$ cat src/rtl/bus_uart_pkg.sv
package bus_uart_pkg;
    localparam int WORD_W     = 32;
    localparam int DATA_BITS  = 8;
    localparam int FRAME_BITS = DATA_BITS + 2;
    localparam int CNT_BITS_W = $clog2(FRAME_BITS + 1);

    typedef enum logic [1:0] {
        RX_IDLE  = 2'd0,
        RX_START = 2'd1,
        RX_DATA  = 2'd2,
        RX_STOP  = 2'd3
    } rx_phase_e;
endpackage

$ cat src/rtl/bus_uart_tx.sv
module bus_uart_tx
    import bus_uart_pkg::*;
#(
    parameter int DIV_W = 16
) (
    input  logic                 clk,
    input  logic                 rst_n,
    input  logic                 start,
    input  logic [DATA_BITS-1:0] data,
    input  logic [DIV_W-1:0]     div,
    output logic                 txd,
    output logic                 busy
);
    typedef struct packed {
        logic [FRAME_BITS-1:0] shift;
        logic [CNT_BITS_W-1:0] left;
        logic [DIV_W-1:0]      cnt;
    } tx_state_t;

    tx_state_t s_d, s_q;

    always_comb begin
        s_d = s_q;
        if (s_q.left == '0) begin
            if (start) begin
                s_d.shift = {1'b1, data, 1'b0};
                s_d.left  = CNT_BITS_W'(FRAME_BITS);
                s_d.cnt   = div - 1'b1;
            end
        end else if (s_q.cnt == '0) begin
            s_d.shift = {1'b1, s_q.shift[FRAME_BITS-1:1]};
            s_d.left  = s_q.left - 1'b1;
            s_d.cnt   = div - 1'b1;
        end else begin
            s_d.cnt = s_q.cnt - 1'b1;
        end
    end

    always_ff @(posedge clk) begin
        if (!rst_n) begin
            s_q <= '{shift: '1, left: '0, cnt: '0};
        end else begin
            s_q <= s_d;
        end
    end

    assign busy = (s_q.left != '0);
    assign txd  = busy ? s_q.shift[0] : 1'b1;
endmodule

$ cat src/rtl/bus_uart_rx.sv
module bus_uart_rx
    import bus_uart_pkg::*;
#(
    parameter int DIV_W = 16
) (
    input  logic                 clk,
    input  logic                 rst_n,
    input  logic                 rxd,
    input  logic [DIV_W-1:0]     div,
    output logic                 done,
    output logic [DATA_BITS-1:0] byte_out
);
    typedef struct packed {
        logic [1:0]            sync;
        logic                  prev;
        rx_phase_e             phase;
        logic [DIV_W-1:0]      cnt;
        logic [2:0]            nbits;
        logic [DATA_BITS-1:0]  shift;
        logic                  done;
        logic [DATA_BITS-1:0]  data;
    } rx_state_t;

    rx_state_t s_d, s_q;
    logic      line;

    assign line = s_q.sync[1];

    always_comb begin
        s_d      = s_q;
        s_d.sync = {s_q.sync[0], rxd};
        s_d.prev = line;
        s_d.done = 1'b0;
        unique case (s_q.phase)
            RX_IDLE: begin
                if (s_q.prev && !line) begin
                    s_d.phase = RX_START;
                    s_d.cnt   = (div >> 1) - 1'b1;
                end
            end
            RX_START: begin
                if (s_q.cnt == '0) begin
                    if (!line) begin
                        s_d.phase = RX_DATA;
                        s_d.cnt   = div - 1'b1;
                        s_d.nbits = '0;
                    end else begin
                        s_d.phase = RX_IDLE;
                    end
                end else begin
                    s_d.cnt = s_q.cnt - 1'b1;
                end
            end
            RX_DATA: begin
                if (s_q.cnt == '0) begin
                    s_d.shift = {line, s_q.shift[DATA_BITS-1:1]};
                    s_d.nbits = s_q.nbits + 1'b1;
                    s_d.cnt   = div - 1'b1;
                    if (s_q.nbits == 3'd7) begin
                        s_d.phase = RX_STOP;
                    end
                end else begin
                    s_d.cnt = s_q.cnt - 1'b1;
                end
            end
            RX_STOP: begin
                if (s_q.cnt == '0) begin
                    if (line) begin
                        s_d.done = 1'b1;
                        s_d.data = s_q.shift;
                    end
                    s_d.phase = RX_IDLE;
                end else begin
                    s_d.cnt = s_q.cnt - 1'b1;
                end
            end
            default: s_d.phase = RX_IDLE;
        endcase
    end

    always_ff @(posedge clk) begin
        if (!rst_n) begin
            s_q <= '{sync: 2'b11, prev: 1'b1, phase: RX_IDLE, cnt: '0,
                     nbits: '0, shift: '0, done: 1'b0, data: '0};
        end else begin
            s_q <= s_d;
        end
    end

    assign done     = s_q.done;
    assign byte_out = s_q.data;
endmodule

$ cat src/rtl/bus_uart.sv
module bus_uart
    import bus_uart_pkg::*;
#(
    parameter int DIV_W     = 16,
    parameter int DIV_RESET = 868
) (
    input  logic              clk,
    input  logic              rst_n,
    input  logic              bus_valid,
    input  logic              bus_we,
    input  logic              bus_sel,
    input  logic [WORD_W-1:0] bus_wdata,
    output logic [WORD_W-1:0] bus_rdata,
    output logic              bus_wait,
    output logic              uart_tx,
    input  logic              uart_rx
);
    typedef struct packed {
        logic [DIV_W-1:0]     div;
        logic [DATA_BITS-1:0] rx_byte;
        logic                 rx_full;
    } reg_state_t;

    reg_state_t           r_d, r_q;
    logic                 tx_busy;
    logic                 tx_start;
    logic                 rx_done;
    logic [DATA_BITS-1:0] rx_data;
    logic                 rd_data, wr_data, wr_div;
    logic [WORD_W-1:0]    div_word;
    logic                 unused_wbits;

    assign unused_wbits = ^bus_wdata;

    assign rd_data  = bus_valid && !bus_we && bus_sel;
    assign wr_data  = bus_valid && bus_we && bus_sel;
    assign wr_div   = bus_valid && bus_we && !bus_sel;
    assign bus_wait = wr_data && tx_busy;
    assign tx_start = wr_data && !tx_busy;

    always_comb begin
        r_d = r_q;
        if (wr_div) begin
            r_d.div = bus_wdata[DIV_W-1:0];
        end
        if (rd_data) begin
            r_d.rx_full = 1'b0;
        end
        if (rx_done) begin
            r_d.rx_byte = rx_data;
            r_d.rx_full = 1'b1;
        end
    end

    always_ff @(posedge clk) begin
        if (!rst_n) begin
            r_q <= '{div: DIV_W'(DIV_RESET), rx_byte: '0, rx_full: 1'b0};
        end else begin
            r_q <= r_d;
        end
    end

    always_comb begin
        div_word              = '0;
        div_word[DIV_W-1:0]   = r_q.div;
        if (!bus_sel) begin
            bus_rdata = div_word;
        end else if (r_q.rx_full) begin
            bus_rdata = {{(WORD_W-DATA_BITS){1'b0}}, r_q.rx_byte};
        end else begin
            bus_rdata = '1;
        end
    end

    bus_uart_tx #(.DIV_W(DIV_W)) u_tx (
        .clk   (clk),
        .rst_n (rst_n),
        .start (tx_start),
        .data  (bus_wdata[DATA_BITS-1:0]),
        .div   (r_q.div),
        .txd   (uart_tx),
        .busy  (tx_busy)
    );

    bus_uart_rx #(.DIV_W(DIV_W)) u_rx (
        .clk      (clk),
        .rst_n    (rst_n),
        .rxd      (uart_rx),
        .div      (r_q.div),
        .done     (rx_done),
        .byte_out (rx_data)
    );
endmodule

$ cat config.mk
export PLATFORM = sky130hd
export DESIGN_NAME = bus_uart
export DESIGN_NICKNAME = d
export VERILOG_FILES = /design/src/rtl/bus_uart_pkg.sv /design/src/rtl/bus_uart_tx.sv /design/src/rtl/bus_uart_rx.sv /design/src/rtl/bus_uart.sv
export SDC_FILE = /design/constraint.sdc
export NUM_CORES = 1
export LEC_CHECK = 0
export BUFFER_PORTS_ARGS = -buffer_cell sky130_fd_sc_hd__clkbuf_2
export CORE_MARGIN = 3
export CORE_UTILIZATION = 54
export CTS_CLUSTER_SIZE = 16
export DETAILED_ROUTE_END_ITERATION = 8
export GPL_TIMING_DRIVEN = 0
export PLACE_DENSITY_LB_ADDON = 0.1
export SYNTH_ARGS = -nofsm -noshare
export SYNTH_HDL_FRONTEND = slang
export SYNTH_HIERARCHICAL = 1
export SYNTH_SLANG_ARGS = --single-unit
$ cat constraint.sdc
create_clock -name clk -period 2.9 [get_ports clk]
set_input_delay 0.58 -clock clk [delete_from_list [all_inputs] [get_ports clk]]
set_output_delay 0.58 -clock clk [all_outputs]
set_load 0.1 [all_outputs]
==> results of run 1 <==
area by class of cell:
type	instances	area (um2)
Sequential cell	95	1900
Inverter	40	154
Clock inverter	6	66.3
Buffer	78	458
Timing Repair Buffer	56	290
Multi-Input combinational cell	583	3720
Fill cell	1005	3980
Clock buffer	10	229
Tap cell	140	175
stage by stage:
stage	setup WS [ns]	hold slack, ns	utilization
after global routing	0.00855	0.431	0.637
after detailed placement	-1.17	0.414	0.604
after global placement	-1.11	0.388	0.604
final	0.104	0.426	0.637
after floorplan	-0.538	0.386	-
after CTS	0.00783	0.424	0.634
sequential cells by signal (all words and copies together), names as in the netlist, named ones only:
signal and count:
u_rx/s_d 1, u_rx/s_q 29, r_q 9, u_tx/s_q 29, div_word 16, u_rx/done 1, u_rx/line 1, u_rx/byte_out 8
worst paths after layout:
check                                  from                        end  slack [ns]
setup / recovery  u_rx/s_q[20]$_SDFFE_PN0P_  u_rx/s_q[27]$_SDFFE_PN0P_        0.10
hold reg to reg     u_rx/s_d[40]$_SDFF_PN1_       u_rx/line$_SDFF_PN1_        0.43
setup reg to reg  u_rx/s_q[20]$_SDFFE_PN0P_  u_rx/s_q[27]$_SDFFE_PN0P_        0.10
hold / removal      u_rx/s_d[40]$_SDFF_PN1_       u_rx/line$_SDFF_PN1_        0.43
repair_timing:
action,4_1_cts,5_1_grt
hold buffers,0,0
setup endpoints to repair,46,37
gates resized for setup,6,15
cloned,0,0
setup buffers,1,2
pin swaps,0,1
logic make-up (layout without fill, tap and decap cells):
logic type,Yosys count,after routing
XOR/XNOR,41,41
AND/OR/NAND/NOR,321,321
buffers and inverters,119,190
adder cells (fa/ha/maj),14,14
AO/OA/AOI/OAI,177,177
flip-flops,95,95
multiplexers,30,30
power by group:
| group | internal (mW) | switching, mW | leakage [nW] |
|---|---|---|---|
| logic | 0.844 | 1.68 | 1.84 |
| registers | 1.48 | 0.175 | 0.774 |
| clock network | 0.676 | 0.539 | 0.148 |
placed cells by master, fill, tap and decap left out, types with 7 or more instances in the layout:
cell       synthesis  final
nand2_1           89     89
ha_1              11     11
nor2b_1            9      9
nand3_1           23     23
a31oi_2            0      7
nand4b_1           7      7
or3_1             15     15
inv_1             40     39
clkbuf_1          36     33
dfxtp_1           95     94
and3_1             8      8
mux2i_1           29     29
xnor2_1           14     14
nor2_1            72     70
a22oi_1            7      7
nor4_1            19     19
o21ai_0           48     47
or4_1             10     10
a21oi_1           46     46
buf_4             23     26
nor3_1            23     23
buf_2             12     12
clkbuf_2           0     54
a31oi_1           19     12
nand2b_1          10      9
xor2_1            27     27
clkbuf_16          0      9
per-layer routing:
metal / wire length (um) / part of all wire / GRT usage / vias up
li1: - / - / - / 2941
met1: 7760 / 0.44 / 0.392 / 2963
met2: 8260 / 0.46 / 0.438 / 289
met3: 1500 / 0.084 / 0.0567 / 32
met4: 303 / 0.017 / 0.0938 / 0
met5: 0 / 0 / 0 / -
cell usage after synthesis (3+ instances only):
cell      number
o21ai_1        3
o311ai_0       3
buf_6          4
nand2b_1      10
nand4b_1       7
clkbuf_1      36
o31ai_1        5
nor3_1        23
or4b_2         3
a21oi_1       46
nor4_1        19
or2_2          4
xor2_1        27
ha_1          11
nand4_1        6
o211ai_1       3
or3_1         15
buf_4         23
nor3b_1        3
a211oi_1       4
o211ai_2       3
buf_2         12
nand3_1       23
inv_1         40
and3_1         8
nor4b_1        5
mux2i_1       29
dfxtp_1       95
a22o_1         3
nor2_1        72
nand2_1       89
a22oi_1        7
a31oi_1       19
o31a_1         3
xnor2_1       14
nor2b_1        9
or4_1         10
maj3_1         3
o21ai_0       48
==> run_results.csv, run 1 <==
group,metric,value,unit
synth,synth_cell_types,76,
finish,antenna_cells,0,
finish,instances_no_fill,1008,
outcome,status,"finished clean",
finish,areaGrowthSynthToFinish,13.8,%
global_route,grt_max_degree,17,
cts,cts.path.max_buffers,2,
timing,final.setup_skew,0.00890,ns
critical_path,critPathKind,"flip-flop to flip-flop",
finish,fin_area,7000,um2
cts,clkTransAtPathRegs,0.07,ns
power_and_ir_drop,peakVddDrop,0.666,mV
critical_path,path_delay_family,"simple AND/OR/NAND/NOR gates",
die,rows,38,
critical_path,cpPeakStageDelay,0.66,ns
place,gp_congestion,0.936,
timing,slew_headroom,0.371,
global_route,grt_pass1_vias,5783,
synth,synth_fa_ha_area_frac,0.0273,
synth,seq_area_frac_synth,0.309,
timing,slew_violations,0,
synth,synth_compound_area_frac,0.185,
finish,drive_gt1_frac,0.180,
route,ant_nets,0,
critical_path,path_cells,"inv_1 > ha_1 > or4b_2 > or4_4 > buf_6 > buf_8 > o21ai_4 > nor3_1 > a32o_1",
synth,synth-edff-count,0,
cts,cts-root-buf,"clkbuf_16",
power_and_ir_drop,powerDensity,771,nW/um2
place,port_buffers,53,
timing,rsz0062_at_grt,"no",
timing,setup_viol,0,
die,die_h,113,um
finish,layout.nets,912,
cts,cts.sinks,95,
critical_path,path_depth,9,
synth,synth_top_area_share,0.309,
synth,synth-xor-area-share,0.0584,
synth,ys_top_cells_by_area,"dfxtp_1 31%, nand2_1 5.4%, mux2i_1 4.7%",
synth,syn_nets,846,
power_and_ir_drop,finalPower,5.40,mW
timing,fin_setup_tns,0,ns
synth,synth-simple-area-share,0.273,
timing,fin_crit_sh,0.964,
min_path,hold_class,"flip-flop to flip-flop",
route,vias_per_cell,6.18,
timing,tightest_slew,0.936,ns
critical_path,cp.arrival,3.04,ns
global_route,grt_overflow,0,
run,max_cap_viol_count,0,
synth,yosys.area.top_type,"dfxtp_1",
route,vias,6225,
critical_path,start_kind,"flip-flop",
power_and_ir_drop,p_leak,2.76,nW
cts,h-tree-depth,3,
synth,synth_top_family_by_area,"simple AND/OR/NAND/NOR gates",
synth,ys_ff_latch,95,
route,drc,0,
route,finalWirelength,17.8,mm
die,die_x,113,um
route,drtIter0Drc,751,
synth,synth.avg_cell_area,7.72,um2
cts,numCtsBuffers,9,
critical_path,worst_r2r_path_depth,9,
global_route,grt_antenna_before_repair,0,
die,die_area,12700,um2
die,start_util,0.560,
synth,async_flop_share,0,
synth,synthCells,797,
global_route,grt_pass1_wl,29.1,mm
global_route,track_usage,0.282,
min_path,worstHoldPathCells,1,
critical_path,crit_fanout,10,
cts,cts_tree,"built",
timing,min_period,2.80,ns
timing,timing.fmax,358,MHz
die,io_pins,72,
synth,synthFlopType,"dfxtp_1",
critical_path,crit_path_end_kind,"flip-flop",
route,routedWlPerCell,17.7,um
synth,yosys_warnings,6,
cts,worstSkewPairLatency,0.35,ns
place,placed_cells,990,
synth,synth_mux_area_frac,0.0490,
synth,syn_area,6150,um2
critical_path,cpMaxStageDelayCell,"or4b_2",
timing,hold_viol,0,
place,dp_hpwl,13.1,mm
critical_path,critPathRequiredTime,3.14,ns
die,core-area,11000,um2
critical_path,path_buf_inv,3,
place,placed_area,6640,um2
route,first_pass_iters,6,
(Power assumes the default switching activity.)
==> run 2: changes to the inputs <==
Settings changed: ABC_AREA from default to 1, GPL_TIMING_DRIVEN 0 to default.
Clock period 2.9 ns to 2.4 ns, I/O delays scaled along.
==> run 2 against run 1 <==
Sequential share of layout area decreased by 3.1 points. Critical path type is now flip-flop to output pin. Sequential power increased by 21%. Worst setup slack improved by 0.032 ns. Global-route usage decreased by 2.3 points. Combinational power increased by 69%. Synthesized cell count increased by 34%. Synthesized area increased by 9.7%. First-iteration DRC count decreased by 16%. Routed wire length decreased by 0.27%. Via count increased by 8.5%.
==> run_results.csv, run 2 <==
group,metric,value,unit
outcome,status,"finished clean",
critical_path,r2r-end,"u_tx/s_q[19]$_SDFFE_PN0P_",
min_path,hold_end,"u_rx/s_d[40]$_SDFF_PN1_",
critical_path,start_kind,"flip-flop",
finish,antenna_cells,0,
cts,worstSkewPairLatency,0.35,ns
synth,syn_nets,1119,
timing,tightest_slew,0.566,ns
die,die_h,118,um
synth,ys_top_cells_by_area,"dfxtp_1 28%, nand2_1 15%, nor2_1 8.6%",
global_route,grt_pass1_wl,29.6,mm
timing,setup_viol,0,
route,routedWlPerCell,13.9,um
route,drc,0,
finish,fin_area,7900,um2
die,start_util,0.557,
route,ant_nets,0,
critical_path,crit_fanout,15,
global_route,grt_overflow,0,
critical_path,crit_top_cell,"buf_12",
place,port_buffers,55,
die,die_area,13900,um2
synth,ys_ff_latch,95,
critical_path,path_buf_inv,4,
timing,rsz0062_at_grt,"no",
synth,async_flop_share,0,
cts,cts-root-buf,"clkbuf_16",
place,placed_area,7570,um2
min_path,worstHoldPathCells,2,
timing,min_period,2.26,ns
route,vias,6752,
critical_path,path_cells,"inv_1 > ha_2 > nand2_2 > nor2_8 > inv_4 > buf_12 > nor3b_4 > buf_12",
cts,ctsHoldBuffers,0,
die,die_x,118,um
place,gp_congestion,0.964,
finish,layout.nets,1154,
global_route,use_met2,0.392,
cts,cts_tree,"built",
synth,synth_cell_types,48,
power_and_ir_drop,powerDensity,981,nW/um2
global_route,track_usage,0.258,
route,vias_per_cell,5.29,
place,placed_cells,1259,
synth,synth_top_area_share,0.282,
timing,setup_ws,0.135,ns
finish,instances_no_fill,1277,
power_and_ir_drop,finalPower,7.75,mW
synth,synth.avg_cell_area,6.31,um2
critical_path,crit_path_end_kind,"output pin",
cts,cts.path.max_buffers,2,
timing,slew_violations,0,
synth,synth-edff-count,0,
global_route,busiest_layer,"met2",
critical_path,cpPeakStageDelay,0.33,ns
route,first_pass_iters,6,
timing,hold_viol,0,
synth,seq_area_frac_synth,0.282,
synth,yosysMostFrequentCell,"nand2_1",
synth,synthCells,1070,
global_route,grt_max_degree,35,
global_route,met1_usage,0.370,
finish,layout_common_cells,"278 x nand2_1, 155 x nor2_1, 116 x inv_1, 101 x nand3_1, 94 x dfxtp_1",
timing,fin_crit_sh,0.944,
route,drtIter0Drc,632,
min_path,holdCritStartpoint,"uart_rx",
route,finalWirelength,17.8,mm
die,io_pins,72,
place,place_ws,0.167,ns
run,max_cap_viol_count,0,
die,core-area,12100,um2
global_route,grt_pass1_vias,6042,
cts,numCtsBuffers,9,
critical_path,critPathKind,"flip-flop to output pin",
critical_path,critPathRequiredTime,1.92,ns
power_and_ir_drop,p_leak,3.73,nW
global_route,met3_usage,0.0543,
critical_path,path_delay_family,"buffers and inverters",
critical_path,worst_r2r_path_depth,13,
timing,final.setup_skew,0.00706,ns
cts,clkTransAtPathRegs,0.07,ns
synth,yosys_warnings,6,
cts,h-tree-depth,3,
finish,areaGrowthSynthToFinish,17.1,%
die,rows,40,
synth,syn_area,6750,um2
synth,yosys.area.top_type,"dfxtp_1",
place,dp_hpwl,13.2,mm
synth,synthTopCellsByCount,"278 x nand2_1, 155 x nor2_1, 117 x inv_1, 101 x nand3_1, 95 x dfxtp_1",
cts,cts.sinks,95,
global_route,grt_antenna_before_repair,0,
finish,mostFrequentLayoutCell,"nand2_1",
critical_path,cp.arrival,1.78,ns
timing,timing.fmax,442,MHz
power_and_ir_drop,peakVddDrop,0.835,mV
timing,slew_headroom,0.621,
synth,synthFlopType,"dfxtp_1",
critical_path,ff2ff_setup_slack,0.26,ns
critical_path,cpMaxStageDelayCell,"dfxtp_2",
critical_path,r2r_start,"u_tx/s_q[16]$_SDFFE_PN0P_",
min_path,hold_class,"primary input to flip-flop",
finish,drive_gt1_frac,0.160,
## run 2: per-layer routing
layer	share of wire	up-vias
li1	-	3477
met1	0.47	2992
met2	0.43	259
met3	0.091	24
met4	0.017	0
met5	0	-
## run 2: layout make-up
type	instances	area (um2)
timing repair buffer	73	943
tap	168	210
multi-input combinational	798	4050
clock buffer	9	225
sequential	95	1900
inverter	128	503
fill	1160	4210
clock inverter	6	68.8
## run 2: stage by stage
stage	util	TNS [ns]	hold WS, ns
2_1_floorplan	-	-1.71	0.393
3_3_place_gp	0.625	0	0.403
3_5_place_dp	0.625	0	0.406
4_1_cts	0.650	0	0.311
5_1_grt	0.653	0	0.330
6_report	0.653	0	0.318
## run 2: cell families (layout without fill, tap and decap cells)
kind of cell | after synthesis | in the layout | synth area share
adders and majority gates | 11 | 11 | 0.0204
buffers and inverters | 177 | 216 | 0.123
AOI/OAI and AO/OA | 144 | 144 | 0.130
and+or+nand+nor | 624 | 624 | 0.420
DFF | 95 | 95 | 0.282
xor gates and xnor gates | 19 | 19 | 0.0247
## run 2: timing repair
item                                    in CTS  in global routing
pin swaps                                    0                  2
endpoints found under the setup margin       1                 15
buffers inserted                             0                  3
endpoints found under the hold margin        0                  0
gates resized for setup                      2                  4
## run 2: worst max-delay path by stage
stage,startpoint,to,slack [ns],cells past startpoint
after global placement,bus_sel,bus_rdata[20],0.17,6
after floorplan,bus_sel,bus_rdata[10],-0.12,2
final,u_tx/s_q[16]$_SDFFE_PN0P_,bus_wait,0.14,8
after CTS,u_tx/s_q[16]$_SDFFE_PN0P_,bus_wait,0.01,8
after global routing,u_tx/s_q[16]$_SDFFE_PN0P_,bus_wait,0.04,8
after detailed placement,bus_sel,bus_rdata[27],0.17,6
## run 2: where the power goes
| group | internal (mW) | switching (mW) | total, mW |
|---|---|---|---|
| Clock | 0.810 | 0.664 | 1.47 |
| Combinational | 1.46 | 2.81 | 4.27 |
| Sequential | 1.80 | 0.214 | 2.01 |
==> run 3: changes to the inputs <==
Settings changed: CORE_UTILIZATION 54 to 53, PLACE_DENSITY from default to 0.77, PLACE_DENSITY_LB_ADDON 0.1 to default, SYNTH_HIERARCHICAL 1 to default.
==> run 3 against run 2 <==
Clock skew hardly changed. Die area fell by 10%. Critical path depth shrank 2. Worst setup slack gained 0.062 ns. Flip-flop and latch count stayed put. Count of clock-buffer cells in the layout grew 2. Cell count decreased by 14%. Sequential share of layout area up 3.0 points. Register-to-register slack better by 0.06 ns. Largest power group unchanged. Via count down 11%. Power is 18% lower. Highest routed layer unchanged. Routed wire length down 12%.
==> run_results.csv, run 3 <==
group,metric,value,unit
global_route,grt_antenna_before_repair,0,
route,routedWlPerCell,14.2,um
finish,drive_gt1_frac,0.147,
timing,slew_headroom,0.556,
synth,ys_top_cells_by_area,"dfxtp_1 32%, nand2_1 14%, o21ai_0 7.8%",
synth,synth_top_area_share,0.322,
critical_path,crit_path_end_kind,"output pin",
cts,post_cts.repair.setup_buffers,0,
synth,synth-edff-count,0,
route,vias,5997,
finish,post-route-util,0.662,
critical_path,start_kind,"flip-flop",
synth,ys_ff_latch,95,
timing,min_period,2.20,ns
timing,setup_ws,0.197,ns
die,die_area,12400,um2
finish,areaGrowthSynthToFinish,18.8,%
synth,async_flop_share,0,
route,drtIter0Drc,532,
cts,clkTransAtPathRegs,0.10,ns
cts,ctsHoldBuffers,0,
global_route,grt_overflow,0,
die,rows,37,
global_route,grt_max_degree,73,
critical_path,critPathRequiredTime,1.92,ns
critical_path,ff2ff_setup_slack,0.32,ns
critical_path,path_delay_family,"simple AND/OR/NAND/NOR gates",
timing,final.setup_skew,0.00710,ns
die,die_x,112,um
synth,seq_area_frac_synth,0.322,
finish,mostFrequentLayoutCell,"nand2_1",
cts,h-tree-depth,3,
place,port_buffers,55,
synth,yosys.area.top_type,"dfxtp_1",
min_path,holdCritStartpoint,"uart_rx",
power_and_ir_drop,finalPower,6.32,mW
critical_path,crit_end,"uart_tx",
timing,timing.fmax,454,MHz
critical_path,crit_fanout,11,
timing,slew_violations,0,
power_and_ir_drop,p_leak,3.26,nW
synth,yosysMostFrequentCell,"nand2_1",
global_route,grt_pass1_vias,5475,
global_route,track_usage,0.251,
critical_path,cpPeakStageDelay,0.34,ns
critical_path,r2r-end,"u_tx.s_q[7]$_SDFFE_PN0P_",
synth,synth_cell_types,37,
synth,syn_nets,972,
die,start_util,0.557,
timing,rsz0062_at_grt,"no",
critical_path,cpMaxStageDelayCell,"dfxtp_1",
synth,yosys_warnings,0,
route,drc,0,
critical_path,path_buf_inv,2,
cts,cts-root-buf,"clkbuf_8",
route,finalWirelength,15.6,mm
die,io_pins,72,
place,place_ws,0.286,ns
route,first_pass_iters,5,
run,max_cap_viol_count,0,
finish,layout_common_cells,"225 x nand2_1, 112 x nor2_1, 105 x inv_1, 95 x dfxtp_1, 76 x o21ai_0",
finish,layout.nets,1004,
critical_path,worst_r2r_path_depth,13,
place,gp_congestion,0.974,
route,vias_per_cell,5.46,
cts,numCtsBuffers,9,
cts,cts_tree,"built",
cts,cts.sinks,95,
min_path,hold_class,"primary input to flip-flop",
cts,cts.path.max_buffers,2,
critical_path,path_depth,6,
place,dp_hpwl,11.5,mm
timing,tightest_slew,0.667,ns
cts,worstSkewPairLatency,0.37,ns
critical_path,cp.arrival,1.72,ns
global_route,grt_pass1_wl,26.0,mm
die,core-area,10600,um2
synth,synthTopCellsByCount,"225 x nand2_1, 114 x nor2_1, 105 x inv_1, 95 x dfxtp_1, 92 x o21ai_0",
die,die_h,112,um
outcome,status,"finished clean",
synth,synth.avg_cell_area,6.39,um2
critical_path,critPathKind,"flip-flop to output pin",
finish,antenna_cells,0,
critical_path,path_cells,"inv_1 > ha_1 > nand2_1 > nor2_4 > or2_2 > buf_12",
synth,synthCells,925,
critical_path,r2r_start,"div_word[1]$_SDFFE_PN0P_",
power_and_ir_drop,powerDensity,901,nW/um2
timing,fin_setup_tns,0,ns
timing,fin_crit_sh,0.918,
power_and_ir_drop,peakVddDrop,0.799,mV
synth,syn_area,5910,um2
synth,synthFlopType,"dfxtp_1",
timing,hold_viol,0,
route,ant_nets,0,
critical_path,startpoint,"u_tx.s_q[16]$_SDFFE_PN0P_",
timing,setup_viol,0,
## run 3: cell count changes after synthesis, moves of 12 or more
cell	previous run	this run
o21ai_0	53	92
clkbuf_1	7	19
nand3_1	101	70
inv_1	117	105
a21oi_1	47	65
nor2_1	155	114
nand2_1	278	225
## run 3: worst min path at each step
stage                                    to  cells after the start
global route        u_rx.s_d[40]$_SDFF_PN1_                      2
detailed placement     u_rx.line$_SDFF_PN1_                      1
floorplan              u_rx.line$_SDFF_PN1_                      1
finish              u_rx.s_d[40]$_SDFF_PN1_                      2
global placement       u_rx.line$_SDFF_PN1_                      1
CTS                 u_rx.s_d[40]$_SDFF_PN1_                      2
## run 3: per-stage QoR
step	instance area, um2	hold WS, ns	cells
final	7020	0.288	1098
after global routing	7020	0.291	1098
after CTS	7010	0.284	1098
after detailed placement	6810	0.411	1082
after global placement	6810	0.395	1082
after floorplan	6040	0.393	925
## run 3: kinds of logic after synthesis
| group | share of synthesized area |
|---|---|
| compound gates | 0.169 |
| xor+xnor | 0.0311 |
| fa+ha+maj | 0.0191 |
| buf+inv | 0.118 |
| flops | 0.322 |
| simple gates | 0.341 |
## run 3: power by group
group	internal, mW	leakage [nW]	switching (mW)	total [mW]
sequential	1.80	0.777	0.207	2.01
combinational	1.07	2.39	2.14	3.21
clock	0.496	0.0961	0.605	1.10
total	3.37	3.26	2.95	6.32
## run 3: layout make-up
| class | count | area [um2] |
|---|---|---|
| inverter | 110 | 413 |
| sequential | 95 | 1900 |
| clock inverter | 5 | 66.3 |
| multi-input combinational | 672 | 3440 |
| timing repair buffer | 69 | 891 |
| fill | 899 | 3580 |
| tap | 136 | 170 |
| clock buffer | 11 | 131 |
## run 3: layer usage
| metal | vias up | share of wire | wire (um) | global-route usage |
|---|---|---|---|---|
| met1 | 2709 | 0.46 | 7140 | 0.349 |
| met5 | - | 0 | 0 | 0 |
| met3 | 25 | 0.071 | 1110 | 0.0478 |
| met2 | 220 | 0.45 | 7090 | 0.404 |
| met4 | 0 | 0.017 | 269 | 0.0600 |
| li1 | 3043 | - | - | - |
## run 3: timing repair
action,CTS,global route
resized for setup,0,1
endpoints found under the hold margin,0,0
setup endpoints to repair,0,3
